File: src/rtl/xbar_ctl_pkg.sv
package xbar_ctl_pkg;
  parameter int FRAME_W = 6;
  parameter int ADDR_W  = 6;
  parameter int NUM_OUT = 4;
  parameter int CODE_W  = 3;

  localparam int CFG_W  = NUM_OUT * CODE_W;
  localparam int BODY_W = 2 * ADDR_W + CFG_W;
  localparam int CNT_W  = $clog2(BODY_W);
  localparam int IDX_W  = $clog2(CFG_W);

  localparam logic [FRAME_W-1:0] WR_FRAME = 6'b011111;
  localparam logic [FRAME_W-1:0] RD_FRAME = 6'b011110;

  // strobes from the word sequencer to the datapath, valid for the incoming bit
  typedef struct packed {
    logic             decRow;  // incoming bit is the row address LSB
    logic             decCol;  // incoming bit is the column address LSB
    logic             rdSub;   // replace incoming code bit with configuration
    logic [IDX_W-1:0] rdIdx;   // configuration bit to insert
    logic             commit;  // incoming bit completes a matched write
  } stb_t;
endpackage

File: src/rtl/xbar_ctl_seq.sv
module xbar_ctl_seq
  import xbar_ctl_pkg::*;
(
  input  logic clk,
  input  logic rstN,
  input  logic serIn,
  output stb_t stb
);
  logic               inBody;
  logic [CNT_W-1:0]   bitCnt;
  logic               isRead;
  logic               addrZero;
  logic [FRAME_W-2:0] hist;
  logic [FRAME_W-1:0] window;
  logic               wrHit;
  logic               rdHit;

  always_comb begin
    window = {hist, serIn};
    wrHit  = !inBody && (window == WR_FRAME);
    rdHit  = !inBody && (window == RD_FRAME);
  end

  // bitCnt equals the body index of the bit currently on serIn
  always_comb begin
    stb = '0;
    if (inBody) begin
      stb.decRow = (bitCnt == CNT_W'(ADDR_W - 1));
      stb.decCol = (bitCnt == CNT_W'(2 * ADDR_W - 1));
      if (bitCnt >= CNT_W'(2 * ADDR_W) && addrZero) begin
        stb.rdSub  = isRead;
        stb.rdIdx  = IDX_W'(BODY_W - 1 - int'(bitCnt));
        stb.commit = !isRead && (bitCnt == CNT_W'(BODY_W - 1));
      end
    end
  end

  always_ff @(posedge clk or negedge rstN) begin
    if (!rstN) begin
      inBody   <= 1'b0;
      bitCnt   <= '0;
      isRead   <= 1'b0;
      addrZero <= 1'b0;
      hist     <= '1;
    end else if (!inBody) begin
      hist <= window[FRAME_W-2:0];
      if (wrHit || rdHit) begin
        inBody   <= 1'b1;
        bitCnt   <= '0;
        isRead   <= rdHit;
        addrZero <= 1'b1;
      end
    end else begin
      if (bitCnt < CNT_W'(2 * ADDR_W) && serIn) addrZero <= 1'b0;
      if (bitCnt == CNT_W'(BODY_W - 1)) begin
        inBody <= 1'b0;
        bitCnt <= '0;
        // all ones: no start pattern can match until six fresh bits arrived
        hist   <= '1;
      end else begin
        bitCnt <= bitCnt + 1'b1;
      end
    end
  end
endmodule

File: src/rtl/xbar_ctl_path.sv
module xbar_ctl_path
  import xbar_ctl_pkg::*;
#(
  parameter int FWD_LAT = 7
) (
  input  logic             clk,
  input  logic             rstN,
  input  logic             serIn,
  input  logic             loadIn,
  input  stb_t             stb,
  output logic             rowOut,
  output logic             colOut,
  output logic [CFG_W-1:0] cfgOut
);
  logic [CFG_W-1:0] recent;
  logic [CFG_W-1:0] loadReg;
  logic [CFG_W-1:0] cfgReg;
  logic             inBit;

  always_comb inBit = stb.rdSub ? cfgReg[stb.rdIdx] : serIn;

  // port 0 forwards along the row (column field reduced),
  // port 1 forwards along the column (row field reduced)
  for (genvar p = 0; p < 2; p++) begin : g_port
    logic [FWD_LAT-1:0] line;
    logic               decHere;
    logic [ADDR_W-1:0]  fieldDec;

    assign decHere  = (p == 0) ? stb.decCol : stb.decRow;
    assign fieldDec = {line[ADDR_W-2:0], inBit} - ADDR_W'(1);

    always_ff @(posedge clk or negedge rstN) begin
      if (!rstN)        line <= '0;
      else if (decHere) line <= {line[FWD_LAT-2:ADDR_W-1], fieldDec};
      else              line <= {line[FWD_LAT-2:0], inBit};
    end
  end

  assign rowOut = g_port[0].line[FWD_LAT-1];
  assign colOut = g_port[1].line[FWD_LAT-1];
  assign cfgOut = cfgReg;

  always_ff @(posedge clk or negedge rstN) begin
    if (!rstN) begin
      recent  <= '0;
      loadReg <= '0;
      cfgReg  <= '0;
    end else begin
      recent <= {recent[CFG_W-2:0], serIn};
      if (stb.commit) loadReg <= {recent[CFG_W-2:0], serIn};
      if (loadIn)     cfgReg  <= loadReg;
    end
  end
endmodule

File: src/rtl/xbar_serial_ctl.sv
module xbar_serial_ctl
  import xbar_ctl_pkg::*;
#(
  parameter int FWD_LAT = 7
) (
  input  logic             sclk,
  input  logic             rstN,
  input  logic             serIn,
  input  logic             loadIn,
  output logic             rowOut,
  output logic             rowClkOut,
  output logic             colOut,
  output logic             colClkOut,
  output logic [CFG_W-1:0] cfgOut
);
  stb_t ctlStb;

  xbar_ctl_seq i_seq (
    .clk   (sclk),
    .rstN  (rstN),
    .serIn (serIn),
    .stb   (ctlStb)
  );

  xbar_ctl_path #(.FWD_LAT(FWD_LAT)) i_path (
    .clk    (sclk),
    .rstN   (rstN),
    .serIn  (serIn),
    .loadIn (loadIn),
    .stb    (ctlStb),
    .rowOut (rowOut),
    .colOut (colOut),
    .cfgOut (cfgOut)
  );

  assign rowClkOut = sclk;
  assign colClkOut = sclk;
endmodule

File: config.mk
export PLATFORM = sky130hd
export DESIGN_NAME = xbar_serial_ctl
export DESIGN_NICKNAME = d
export VERILOG_FILES = /design/src/rtl/xbar_ctl_pkg.sv /design/src/rtl/xbar_ctl_seq.sv /design/src/rtl/xbar_ctl_path.sv /design/src/rtl/xbar_serial_ctl.sv
export SDC_FILE = /design/constraint.sdc
export NUM_CORES = 1
export LEC_CHECK = 0
export CORE_ASPECT_RATIO = 0.8
export CORE_MARGIN = 1.5
export CORE_UTILIZATION = 35
export DETAILED_ROUTE_END_ITERATION = 7
export GPL_ROUTABILITY_DRIVEN = 1
export PLACE_DENSITY = 0.51
export SLEW_MARGIN = 20
export SYNTH_ARGS = -nofsm -noshare
export SYNTH_HDL_FRONTEND = slang
export SYNTH_SLANG_ARGS = --single-unit
File: constraint.sdc
create_clock -name sclk -period 2.2 [get_ports sclk]
set_clock_uncertainty 0.2 [all_clocks]
set_input_delay 0.33 -clock sclk [delete_from_list [all_inputs] [get_ports sclk]]
set_output_delay 0.33 -clock sclk [all_outputs]
set_load 0.02 [all_outputs]
### Yosys cells after proc, flatten, opt, wreduce, memory -nomap -nowiden

Cells that the tools add are included.

| word-level totals | value |
|---|---|
| logic and storage cells | 54 |
| output and inout port bits | 16 |
| register bits after elaboration | 62 |
| bits of input ports | 4 |

| cells by class | value |
|---|---|
| multiplexer cells | 18 |
| magnitude comparators | 3 |
| $add $sub $neg | 4 |
| bitwise logic cells | 1 |
| reductions and logical operators | 11 |
| equal/unequal tests | 7 |

Operators with widths:

| cell | number |
|---|---|
| 5-bit 2-to-1 mux | 5 |
| 6-bit 2-to-1 mux | 3 |
| 6-bit by 5-bit == test with 1-bit output, second input constant | 2 |
| 6-bit by 1-bit subtractor with 6-bit output, second input constant | 2 |
| 1-bit 2-to-1 mux | 8 |
| 8-bit 2-to-1 mux | 1 |
| 5-bit by 1-bit adder with 5-bit output, second input constant | 1 |
| 5-bit by 3-bit == test with 1-bit output, second input constant | 1 |
| 5-bit by 4-bit == test with 1-bit output, second input constant | 1 |
| 5-bit == test, second input constant | 1 |
| 5-bit by 4-bit greater-or-equal comparator with 1-bit output, second input constant | 1 |
| 1-bit logical AND | 5 |
| 4-bit by 5-bit less-than comparator with 1-bit output, second input constant | 1 |
| 5-bit by 4-bit less-than comparator with 1-bit output, second input constant | 1 |
| 1-bit binary-select mux with 4-bit select | 1 |
| 2-bit != test, second input constant | 2 |
| 2-bit AND reduction | 2 |
| 3-bit by 4-bit subtractor with 4-bit output, first input constant | 1 |
| 1-bit zero test | 2 |
| 2-bit nonzero test | 1 |
| 1-bit logical OR | 1 |
| 1-bit NOT | 1 |

### Logic depth before layout (Yosys ltp)

Gate-level depths: netlist (run 1).

| depth | value |
|---|---|
| depth in word-level cells | 9 |
| gate-level depth with buffers | 9 |
| mapped depth without buffers | 8 |

### By module

A second synthesis (run 1) with hierarchy kept.

| second synthesis, totals | value |
|---|---|
| cells, all modules | 186 |
| area, all modules | 2551.2 um^2 |

Modules (own cells, without submodules):

| module | area an instance (um^2) | instances | sequential area each (um^2) | cells each |
|---|---|---|---|---|
| xbar_ctl_path | 1864.3 | 1 | 1226.2 | 123 |
| xbar_ctl_seq | 671.9 | 1 | 331.6 | 61 |
| xbar_serial_ctl | 15.0 | 1 | 0.0 | 2 |

==> results of run 1 <==
-- kinds of logic after synthesis --
kind of cell	Yosys count	share of synthesized area [%]
flip-flops	62	60.73
XOR/XNOR	10	3.415
AO/OA/AOI/OAI	23	4.927
AND/OR/NAND/NOR	56	11.85
multiplexers	30	13.51
buffers and inverters	16	3.122
adder cells (fa/ha/maj)	5	2.439
-- routing by layer --
layer / up-vias / part of all wire (%)
li1: 799 / -
met2: 29 / 42
met1: 791 / 53
met5: - / 0
met3: 6 / 4.2
met4: 0 / 1.2
-- cell usage in the layout (no fill, tap or decap), types with 3 or more instances in the layout --
cell	Yosys	final
dfstp_2	5	5
ha_1	5	3
xor2_1	9	9
clkinv_2	0	3
a21oi_1	12	12
o22ai_1	3	3
clkdlybuf4s50_1	0	16
clkbuf_8	0	13
nor2b_1	4	4
nor4_1	6	4
inv_1	6	4
o21ai_0	5	5
mux2_2	24	24
buf_4	2	20
dfrtp_1	57	55
nand3_1	4	4
mux2i_1	5	5
nor2_1	15	15
nand2_1	11	11
-- layout make-up --
| class | instances | area, um2 | share of cell area, % |
|---|---|---|---|
| Clock inverter | 6 | 38.79 | 1.185 |
| Multi-Input combinational cell | 124 | 975.9 | 29.83 |
| Inverter | 6 | 22.52 | 0.6883 |
| Clock buffer | 16 | 200.2 | 6.119 |
| Timing Repair Buffer | 40 | 365.4 | 11.17 |
| Tap cell | 87 | 108.9 | 3.327 |
| Sequential cell | 62 | 1560 | 47.69 |
-- worst max path at each step --
stage	end	cells after the start
2_1_floorplan	i_path.g_port[0].line[4]$_DFF_PN0_	7
3_3_place_gp	i_path.g_port[1].line[4]$_DFF_PN0_	9
3_5_place_dp	i_path.g_port[0].line[4]$_DFF_PN0_	7
4_1_cts	colClkOut	3
6_report	colClkOut	3
5_1_grt	i_path.g_port[0].line[4]$_DFF_PN0_	7
-- through the flow --
stage | worst slack [ns] | instance area [um2] | std cells | setup TNS, ns | utilization, %
2_1_floorplan | 0.03495 | 2566 | 202 | 0 | -
3_3_place_gp | 0.04232 | 2993 | 320 | 0 | 42.80
6_report | 0.02128 | 3272 | 341 | 0 | 46.79
3_5_place_dp | -0.03559 | 2993 | 320 | -0.04365 | 42.80
4_1_cts | 0.01294 | 3231 | 341 | 0 | 46.20
5_1_grt | -0.02039 | 3272 | 341 | -0.02934 | 46.79
-- sequential cells by signal (all words and copies together) (netlist names) --
register	flops
i_seq.addrZero	1
i_seq.inBody	1
i_seq.bitCnt	5
i_path.recent	11
i_seq.isRead	1
i_path.g_port.line	14
i_seq.hist	5
i_path.cfgOut	12
i_path.loadReg	12
-- power by group through the flow --
stage	sequential, mW	clock, mW	combinational (mW)
floorplan	1.53	0.106	0.548
global placement	1.54	0.122	0.828
detailed placement	1.54	0.122	0.835
CTS	1.53	1.18	0.840
global route	1.56	1.24	0.961
finish	1.54	1.13	0.849
-- what timing repair did --
| item | 4_1_cts | 5_1_grt |
|---|---|---|
| gates cloned | 0 | 0 |
| endpoints found under the hold margin | 62 | 0 |
| hold buffers | 1 | 0 |
| pin swaps | 1 | 5 |
| setup endpoints to repair | 4 | 12 |
| resized for setup | 6 | 9 |
==> results.sh, run 1 <==
export IMPL_power_internal_mw=2.370
export IMPL_crit_type="clock port to primary output"
export IMPL_die_h_um=79.57
export IMPL_critPathMaxStageDelay_ns=0.31
export IMPL_nNetsFinal=258
export IMPL_p_seq_share_pct=43.7
export IMPL_rows=27
export IMPL_syn_to_final_growth_pct=27.56
export IMPL_worstSetupStartpoint="sclk"
export IMPL_fillers=649
export IMPL_synth_seq_area_share_pct=60.73
export IMPL_worstPathArrival_ns=1.65
export IMPL_tightest_slew_ns=0.3866
export IMPL_synthTopCellsByArea="dfrtp_1 56%, mux2_2 11%, dfstp_2 5.1%"
export IMPL_gp_congestion=0.7481
export IMPL_vias_per_cell=4.765
export IMPL_p_leak_nw=1.498
export IMPL_end_kind="primary output"
export IMPL_gr_usage_met3_pct=6.130
export IMPL_critPathRequiredTime_ns=1.67
export IMPL_finalSetupViolCount=0
export IMPL_reg2reg_slack_ns=0.08
export IMPL_netlist_top_cells_count="57 x dfrtp_1, 24 x mux2_2, 15 x nor2_1"
export IMPL_drc=0
export IMPL_path_delay_family="buffers and inverters"
export IMPL_critPathBufInv=3
export IMPL_postSynthCellCount=202
export IMPL_slew_headroom_pct=74.09
export IMPL_dp_hpwl_um=3063
export IMPL_synth_top_cell_by_area="dfrtp_1"
export IMPL_cts_tree="yes"
export IMPL_synthArstFlopShare_pct=100.0
export IMPL_timing_hold_ws_ns=0.1513
export IMPL_p_sw_mw=1.146
export IMPL_clkLatencyLatePin_ns=0.44
export IMPL_status="finished, final reports clean"
export IMPL_dieArea_um2=7854
export IMPL_globalRouteMet1Util_pct=18.84
export IMPL_synth_seq_cells=62
export IMPL_crit_slowest_cell="dlygate4sd2_1"
export IMPL_dieWidth_um=98.71
export IMPL_syn_avg_cell_area_um2=12.70
export IMPL_reg2reg_depth=7
export IMPL_yosysMostFrequentCell="dfrtp_1"
export IMPL_hold_path_class="flip-flop to flip-flop"
export IMPL_power_density_nw_per_um2=1075
export IMPL_synth_top_area_share_pct=55.61
export IMPL_max_cap_viol_count=0
export IMPL_avgRoutedWirePerCell_um=13.72
export IMPL_grt_pass1_wl_um=8059
export IMPL_drt_iter0_drc=59
export IMPL_overflow=0
export IMPL_holdPathStages=0
export IMPL_p_comb_share_pct=24.1
export IMPL_hold_viol=0
export IMPL_port_buffers=19
export IMPL_initial_core_util_pct=36.68
export IMPL_ys_warn_count=0
export IMPL_swShare_pct=32.59
export IMPL_holdPathEnd="i_path.g_port[0].line[6]$_DFF_PN0_"
export IMPL_drt_total_wl_um=4679
export IMPL_ys_types=36
export IMPL_antenna_cells=0
export IMPL_grtUsageMet2_pct=18.26
export IMPL_rsz0062_at_grt="true"
export IMPL_clkPwrFrac_pct=32.2
export IMPL_track_usage_pct=13.96
export IMPL_cp_cell_sequence="clkbuf_8 > clkbuf_8 > dlygate4sd2_1"
export IMPL_hold_start="i_path.g_port[0].line[5]$_DFF_PN0_"
export IMPL_io_pins=20
export IMPL_power_total_mw=3.516
export IMPL_syn_area_um2=2565
export IMPL_synth_edf_count=0
export IMPL_cp_max_fo=2
export IMPL_clk_transition_reported_paths_ns=0.07
export IMPL_worst_r2r_startpoint="i_path.cfgOut[8]$_DFFE_PN0P_"
export IMPL_cp_common_cell="clkbuf_8"
export IMPL_cts_setup_buffers=0
export IMPL_vdd_drop_max_v=0.0007099
export IMPL_synthFlopType="dfrtp_1"
export IMPL_layout_drive_gt1_share_pct=33.07
export IMPL_drv_slew=0
export IMPL_grt_max_degree=63
export IMPL_grt_pass1_vias=1644
export IMPL_reg2reg_to="i_path.g_port[0].line[4]$_DFF_PN0_"
export IMPL_drtPass1Iterations=4
export IMPL_critPathLaunchType="clock port"
export IMPL_antenna_found_initial=0
export IMPL_vias=1625
export IMPL_busiest_layer="met1"
export IMPL_drtAntennaViolNets=0
export IMPL_synth_nets=211
export IMPL_core_um2=6993
Note: power is estimated with default switching activity, not from simulation.
==> run 2, diff against run 1 <==
--- a/config.mk
+++ b/config.mk
@@ -6,7 +6,7 @@
 export NUM_CORES = 1
 export LEC_CHECK = 0
 export CORE_ASPECT_RATIO = 0.8
-export CORE_MARGIN = 1.5
+export CORE_MARGIN = 4
 export CORE_UTILIZATION = 35
 export DETAILED_ROUTE_END_ITERATION = 7
 export GPL_ROUTABILITY_DRIVEN = 1
==> run 2 against run 1 <==
  * Sequential share of layout area is 1.1 points lower
  * Design area is 2.2% higher
  * Routed wire length is 1.7% higher
  * Largest cell class unchanged
  * Critical endpoint is now rowClkOut
  * Global-route usage is 1.6 points lower
  * Non-clock buffer count stayed put
  * Cell count stayed put
==> results.sh, run 2 (synthesized netlist as in run 1, its figures left out) <==
export IMPL_timing_hold_ws_ns=0.1475
export IMPL_drv_slew=0
export IMPL_worstPathArrival_ns=1.64
export IMPL_cp_cell_sequence="clkbuf_8 > clkbuf_8 > dlygate4sd2_1"
export IMPL_port_buffers=19
export IMPL_crit_type="clock port to primary output"
export IMPL_rows=27
export IMPL_drtAntennaViolNets=0
export IMPL_crit_slowest_cell="dlygate4sd2_1"
export IMPL_holdPathStages=0
export IMPL_track_usage_pct=12.34
export IMPL_drt_iter0_drc=85
export IMPL_dieArea_um2=8771
export IMPL_fin_crit_ns=2.175
export IMPL_cp_max_fo=2
export IMPL_rsz0062_at_grt="true"
export IMPL_status="finished, final reports clean"
export IMPL_most_common_layout_cells="56 x dfrtp_1, 24 x mux2_2, 20 x buf_4"
export IMPL_antenna_found_initial=0
export IMPL_initial_core_util_pct=36.68
export IMPL_die_h_um=84.57
export IMPL_power_total_mw=3.735
export IMPL_power_density_nw_per_um2=1117
export IMPL_drc=0
export IMPL_syn_to_final_growth_pct=30.34
export IMPL_largest_register="i_path.g_port.line"
export IMPL_largest_register_ffs=14
export IMPL_clkLatencyLatePin_ns=0.44
export IMPL_critPathBufInv=3
export IMPL_clk_transition_reported_paths_ns=0.06
export IMPL_critPathMaxStageDelay_ns=0.31
export IMPL_dp_hpwl_um=3088
export IMPL_layout_drive_gt1_share_pct=33.46
export IMPL_max_cap_viol_count=0
export IMPL_fin_crit_sh_pct=98.86
export IMPL_overflow=0
export IMPL_nNetsFinal=258
export IMPL_layout_commonest_cell="dfrtp_1"
export IMPL_tightest_slew_ns=0.4163
export IMPL_grt_max_degree=63
export IMPL_path_delay_family="buffers and inverters"
export IMPL_core_um2=6993
export IMPL_drtPass1Iterations=4
export IMPL_avgRoutedWirePerCell_um=13.96
export IMPL_p_leak_nw=1.526
export IMPL_cp_common_cell="clkbuf_8"
export IMPL_hold_viol=0
export IMPL_hold_path_class="flip-flop to flip-flop"
export IMPL_grt_pass1_vias=1697
export IMPL_end_kind="primary output"
export IMPL_dieWidth_um=103.7
export IMPL_finalSetupViolCount=0
export IMPL_critPathLaunchType="clock port"
export IMPL_path_depth=3
export IMPL_io_pins=20
export IMPL_critPathRequiredTime_ns=1.67
export IMPL_antenna_cells=0
export IMPL_vdd_drop_max_v=0.0006617
export IMPL_vias=1598
export IMPL_slew_headroom_pct=72.17
export IMPL_grt_pass1_wl_um=8424
export IMPL_vias_per_cell=4.686
export IMPL_gp_congestion=0.7575
export IMPL_drt_total_wl_um=4759
export IMPL_reg2reg_depth=7
export IMPL_reg2reg_slack_ns=0.04
export IMPL_fmax_mhz=462.3
export IMPL_cts_tree="yes"
## run 2: changes by cell type in the layout (fill, tap and decap cells not counted)
cell	delta
clkinvlp_4	-1
nor4_2	+1
nor4_1	-1
ha_1	-1
bufinv_16	+1
dfrtp_1	+1
clkinv_2	-3
clkbuf_8	+4
dfrtp_2	-1
clkinv_4	-1
ha_4	+1
## run 2: final cells by class
type	count	area, um2
well taps	87	108.9
inverters	6	22.52
fillers	639	3650
clock inverters	2	37.54
flip-flops and latches	62	1559
clock buffers	20	255.2
repair buffers	40	365.4
multi-input cells	124	994.7
## run 2: layer usage
| metal | vias up | part of all wire (%) | global-route usage, % |
|---|---|---|---|
| li1 | 798 | - | - |
| met1 | 768 | 55 | 18.01 |
| met2 | 25 | 40 | 14.79 |
| met3 | 7 | 3.9 | 4.996 |
| met4 | 0 | 1.7 | 7.488 |
| met5 | - | 0 | 0 |
## run 2: through the flow
stage                     std cells  setup TNS (ns)  area (um2)  utilization (%)  setup slack (ns)
after floorplan                 202               0        2566                -           0.03495
after global placement          320               0        2993            42.80           0.05010
after detailed placement        320       -0.004196        2993            42.80         -0.004196
after CTS                       341               0        3288            47.02           0.01292
after global routing            341         -0.1624        3343            47.81          -0.07230
final                           341               0        3343            47.81           0.02516
## run 2: power breakdown
group,switching [mW],internal (mW)
registers,0.152,1.38
logic,0.461,0.389
clock network,0.517,0.837
## run 2: path summary, 6_finish.rpt
path,end,from
setup / recovery,rowClkOut,sclk
hold / removal,i_path.g_port[1].line[6]$_DFF_PN0_,i_path.g_port[1].line[5]$_DFF_PN0_
setup reg to reg,i_path.g_port[1].line[4]$_DFF_PN0_,i_seq.bitCnt[0]$_DFFE_PN0P_
hold reg to reg,i_path.g_port[1].line[6]$_DFF_PN0_,i_path.g_port[1].line[5]$_DFF_PN0_
max in group asynchronous,i_seq.hist[4]$_DFFE_PN1P_,rstN
min in group asynchronous,i_path.recent[9]$_DFF_PN0_,rstN
## run 2: what timing repair did
item,in CTS,in global routing
setup endpoints to repair,4,16
setup buffers,0,0
hold buffers,1,0
resized for setup,4,13
pin swaps,0,7
gates cloned,0,0
endpoints found under the hold margin,62,0
==> run 3, diff against run 2 <==
--- a/config.mk
+++ b/config.mk
@@ -8,9 +8,10 @@
 export CORE_ASPECT_RATIO = 0.8
 export CORE_MARGIN = 4
 export CORE_UTILIZATION = 35
+export CTS_CLUSTER_SIZE = 12
 export DETAILED_ROUTE_END_ITERATION = 7
 export GPL_ROUTABILITY_DRIVEN = 1
-export PLACE_DENSITY = 0.51
+export PLACE_DENSITY = 0.49
 export SLEW_MARGIN = 20
 export SYNTH_ARGS = -nofsm -noshare
 export SYNTH_HDL_FRONTEND = slang
==> constraint.sdc (replaced) <==
create_clock -name sclk -period 2.03 [get_ports sclk]
set_clock_uncertainty 0.2 [all_clocks]
set_input_delay 0.3045 -clock sclk [delete_from_list [all_inputs] [get_ports sclk]]
set_output_delay 0.3045 -clock sclk [all_outputs]
set_load 0.02 [all_outputs]
==> run 3 against run 2 <==
  * The flow now finishes with violations (negative setup slack)
  * Register-to-register slack got worse by 0.12 ns
  * Design area increased by 5.1%
  * Critical path depth increased by 4
  * Sequential power increased by 9%
  * Combinational power increased by 29%
  * Core utilization increased by 2.4 points
  * Sequential share of layout area decreased by 2.2 points
  * Via count increased by 5.5%
  * Non-clock buffer count increased by 8
  * Flip-flop and latch count unchanged
  * Critical path type is now flip-flop to flip-flop
  * Critical endpoint is now i_path.g_port[1].line[4]$_DFF_PN0_
  * Largest cell class unchanged
  * Highest routed layer unchanged
==> results.sh, run 3 (synthesized netlist as in run 1, its figures left out) <==
export IMPL_final_util_pct=50.22
export IMPL_drt_iter0_drc=42
export IMPL_status="complete, but fails checks"
export IMPL_dp_cells=323
export IMPL_crit_type="flip-flop to flip-flop"
export IMPL_antenna_found_initial=0
export IMPL_most_common_layout_cells="55 x dfrtp_1, 24 x buf_4, 14 x nor2_1, 14 x clkbuf_8"
export IMPL_fmax_mhz=475.0
export IMPL_worstSetupStartpoint="i_seq.bitCnt[0]$_DFFE_PN0P_"
export IMPL_finalSetupViolCount=4
export IMPL_drt_total_wl_um=5268
export IMPL_drtPass1Iterations=4
export IMPL_vias_per_cell=4.831
export IMPL_final_setup_tns_ns=-0.1607
export IMPL_grt_max_degree=49
export IMPL_initial_core_util_pct=36.68
export IMPL_final_cell_count_no_fill=349
export IMPL_overflow=0
export IMPL_p_comb_share_pct=25.6
export IMPL_clk_transition_reported_paths_ns=0.07
export IMPL_end_kind="flip-flop"
export IMPL_critPathLaunchType="flip-flop"
export IMPL_cp_max_fo=2
export IMPL_tightest_slew_ns=0.3846
export IMPL_die_h_um=84.57
export IMPL_power_density_nw_per_um2=1218
export IMPL_clkLatencyLatePin_ns=0.44
export IMPL_critPathMaxStageDelay_ns=0.49
export IMPL_p_leak_nw=1.660
export IMPL_crit_slowest_cell="mux4_2"
export IMPL_power_total_mw=4.279
export IMPL_grt_pass1_vias=1836
export IMPL_clkPwrFrac_pct=35.3
export IMPL_worstPathArrival_ns=2.27
export IMPL_p_sw_mw=1.307
export IMPL_worst_r2r_startpoint="i_seq.bitCnt[0]$_DFFE_PN0P_"
export IMPL_rsz0062_at_grt="true"
export IMPL_fin_crit_ns=2.105
export IMPL_port_buffers=19
export IMPL_cts_tree="yes"
export IMPL_dp_hpwl_um=3437
export IMPL_setup_slack_ns=-0.07529
export IMPL_largest_register="i_path.g_port.line"
export IMPL_largest_register_ffs=14
export IMPL_dieArea_um2=8771
export IMPL_critPathBufInv=1
export IMPL_track_usage_pct=13.41
export IMPL_io_pins=20
export IMPL_rows=27
export IMPL_cp_cell_sequence="mux4_2 > or3b_4 > and3_4 > ha_4 > inv_4 > nor4_4 > xor2_1"
export IMPL_gp_congestion=0.8300
export IMPL_p_seq_share_pct=39.1
export IMPL_vdd_drop_max_v=0.0005994
export IMPL_hold_path_class="input pin to asynchronous set/reset pin"
export IMPL_antenna_cells=0
export IMPL_layout_drive_gt1_share_pct=37.40
export IMPL_path_delay_family="simple AND/OR/NAND/NOR gates"
export IMPL_drtAntennaViolNets=0
export IMPL_swShare_pct=30.55
export IMPL_drc=0
export IMPL_drv_slew=0
export IMPL_slew_headroom_pct=74.29
export IMPL_fin_crit_sh_pct=103.7
export IMPL_timing_hold_ws_ns=0.09883
export IMPL_avgRoutedWirePerCell_um=15.09
export IMPL_violations="negative setup slack"
export IMPL_nNetsFinal=266
export IMPL_power_internal_mw=2.972
export IMPL_grt_pass1_wl_um=9135
export IMPL_vias=1686
export IMPL_syn_to_final_growth_pct=36.93
export IMPL_layout_commonest_cell="dfrtp_1"
export IMPL_max_cap_viol_count=0
export IMPL_hold_viol=0
export IMPL_critPathRequiredTime_ns=2.19
export IMPL_core_um2=6993
export IMPL_dieWidth_um=103.7
[run 3: final cells by class]
cell class | instances | area, um2
fillers | 608 | 3481
flip-flops and latches | 62 | 1560
multi-input cells | 124 | 1064
repair buffers | 48 | 460.4
clock buffers | 16 | 207.7
well taps | 87 | 108.9
clock inverters | 6 | 86.33
inverters | 6 | 25.02
[run 3: path summary, 6_finish.rpt]
| path | end | slack (ns) | depth (start not counted) |
|---|---|---|---|
| max reg2reg | i_path.g_port[1].line[4]$_DFF_PN0_ | -0.08 | 7 |
| min reg2reg | i_path.g_port[1].line[6]$_DFF_PN0_ | 0.16 | 0 |
| min in group sclk | i_path.g_port[1].line[6]$_DFF_PN0_ | 0.16 | 0 |
| max in group asynchronous | i_seq.hist[4]$_DFFE_PN1P_ | 0.91 | 3 |
| min | i_path.g_port[1].line[5]$_DFF_PN0_ | 0.1 | 2 |
| max | i_path.g_port[1].line[4]$_DFF_PN0_ | -0.08 | 7 |
[run 3: per-layer routing]
metal / track usage [%] / routed length [um] / vias to the layer above
met5: 0 / 0 / -
met3: 5.688 / 186 / 11
met2: 20.67 / 2484 / 23
met4: 6.159 / 93 / 0
li1: - / - / 810
met1: 16.46 / 2504 / 842
[run 3: through the flow]
stage                     instance area, um2  worst slack (ns)
after detailed placement                3053           -0.1332
after floorplan                         2579          -0.07766
after CTS                               3471          -0.07413
after global placement                  3053          -0.05821
final                                   3512          -0.07529
after global routing                    3512           -0.1496
[run 3: what timing repair did]
action,in CTS,in global routing
pin swaps,8,7
hold buffers,1,0
gates resized for setup,28,20
gates cloned,1,0
setup buffers,4,2
setup endpoints to repair,22,22
endpoints found under the hold margin,57,0
[run 3: power groups by stage]
stage                     Combinational (mW)  Clock [mW]  Sequential [mW]
after floorplan                        0.599       0.115             1.66
after global placement                 0.967       0.132             1.67
after detailed placement               0.993       0.132             1.68
after CTS                               1.07        1.57             1.66
after global routing                    1.22        1.63             1.71
final                                   1.10        1.51             1.67
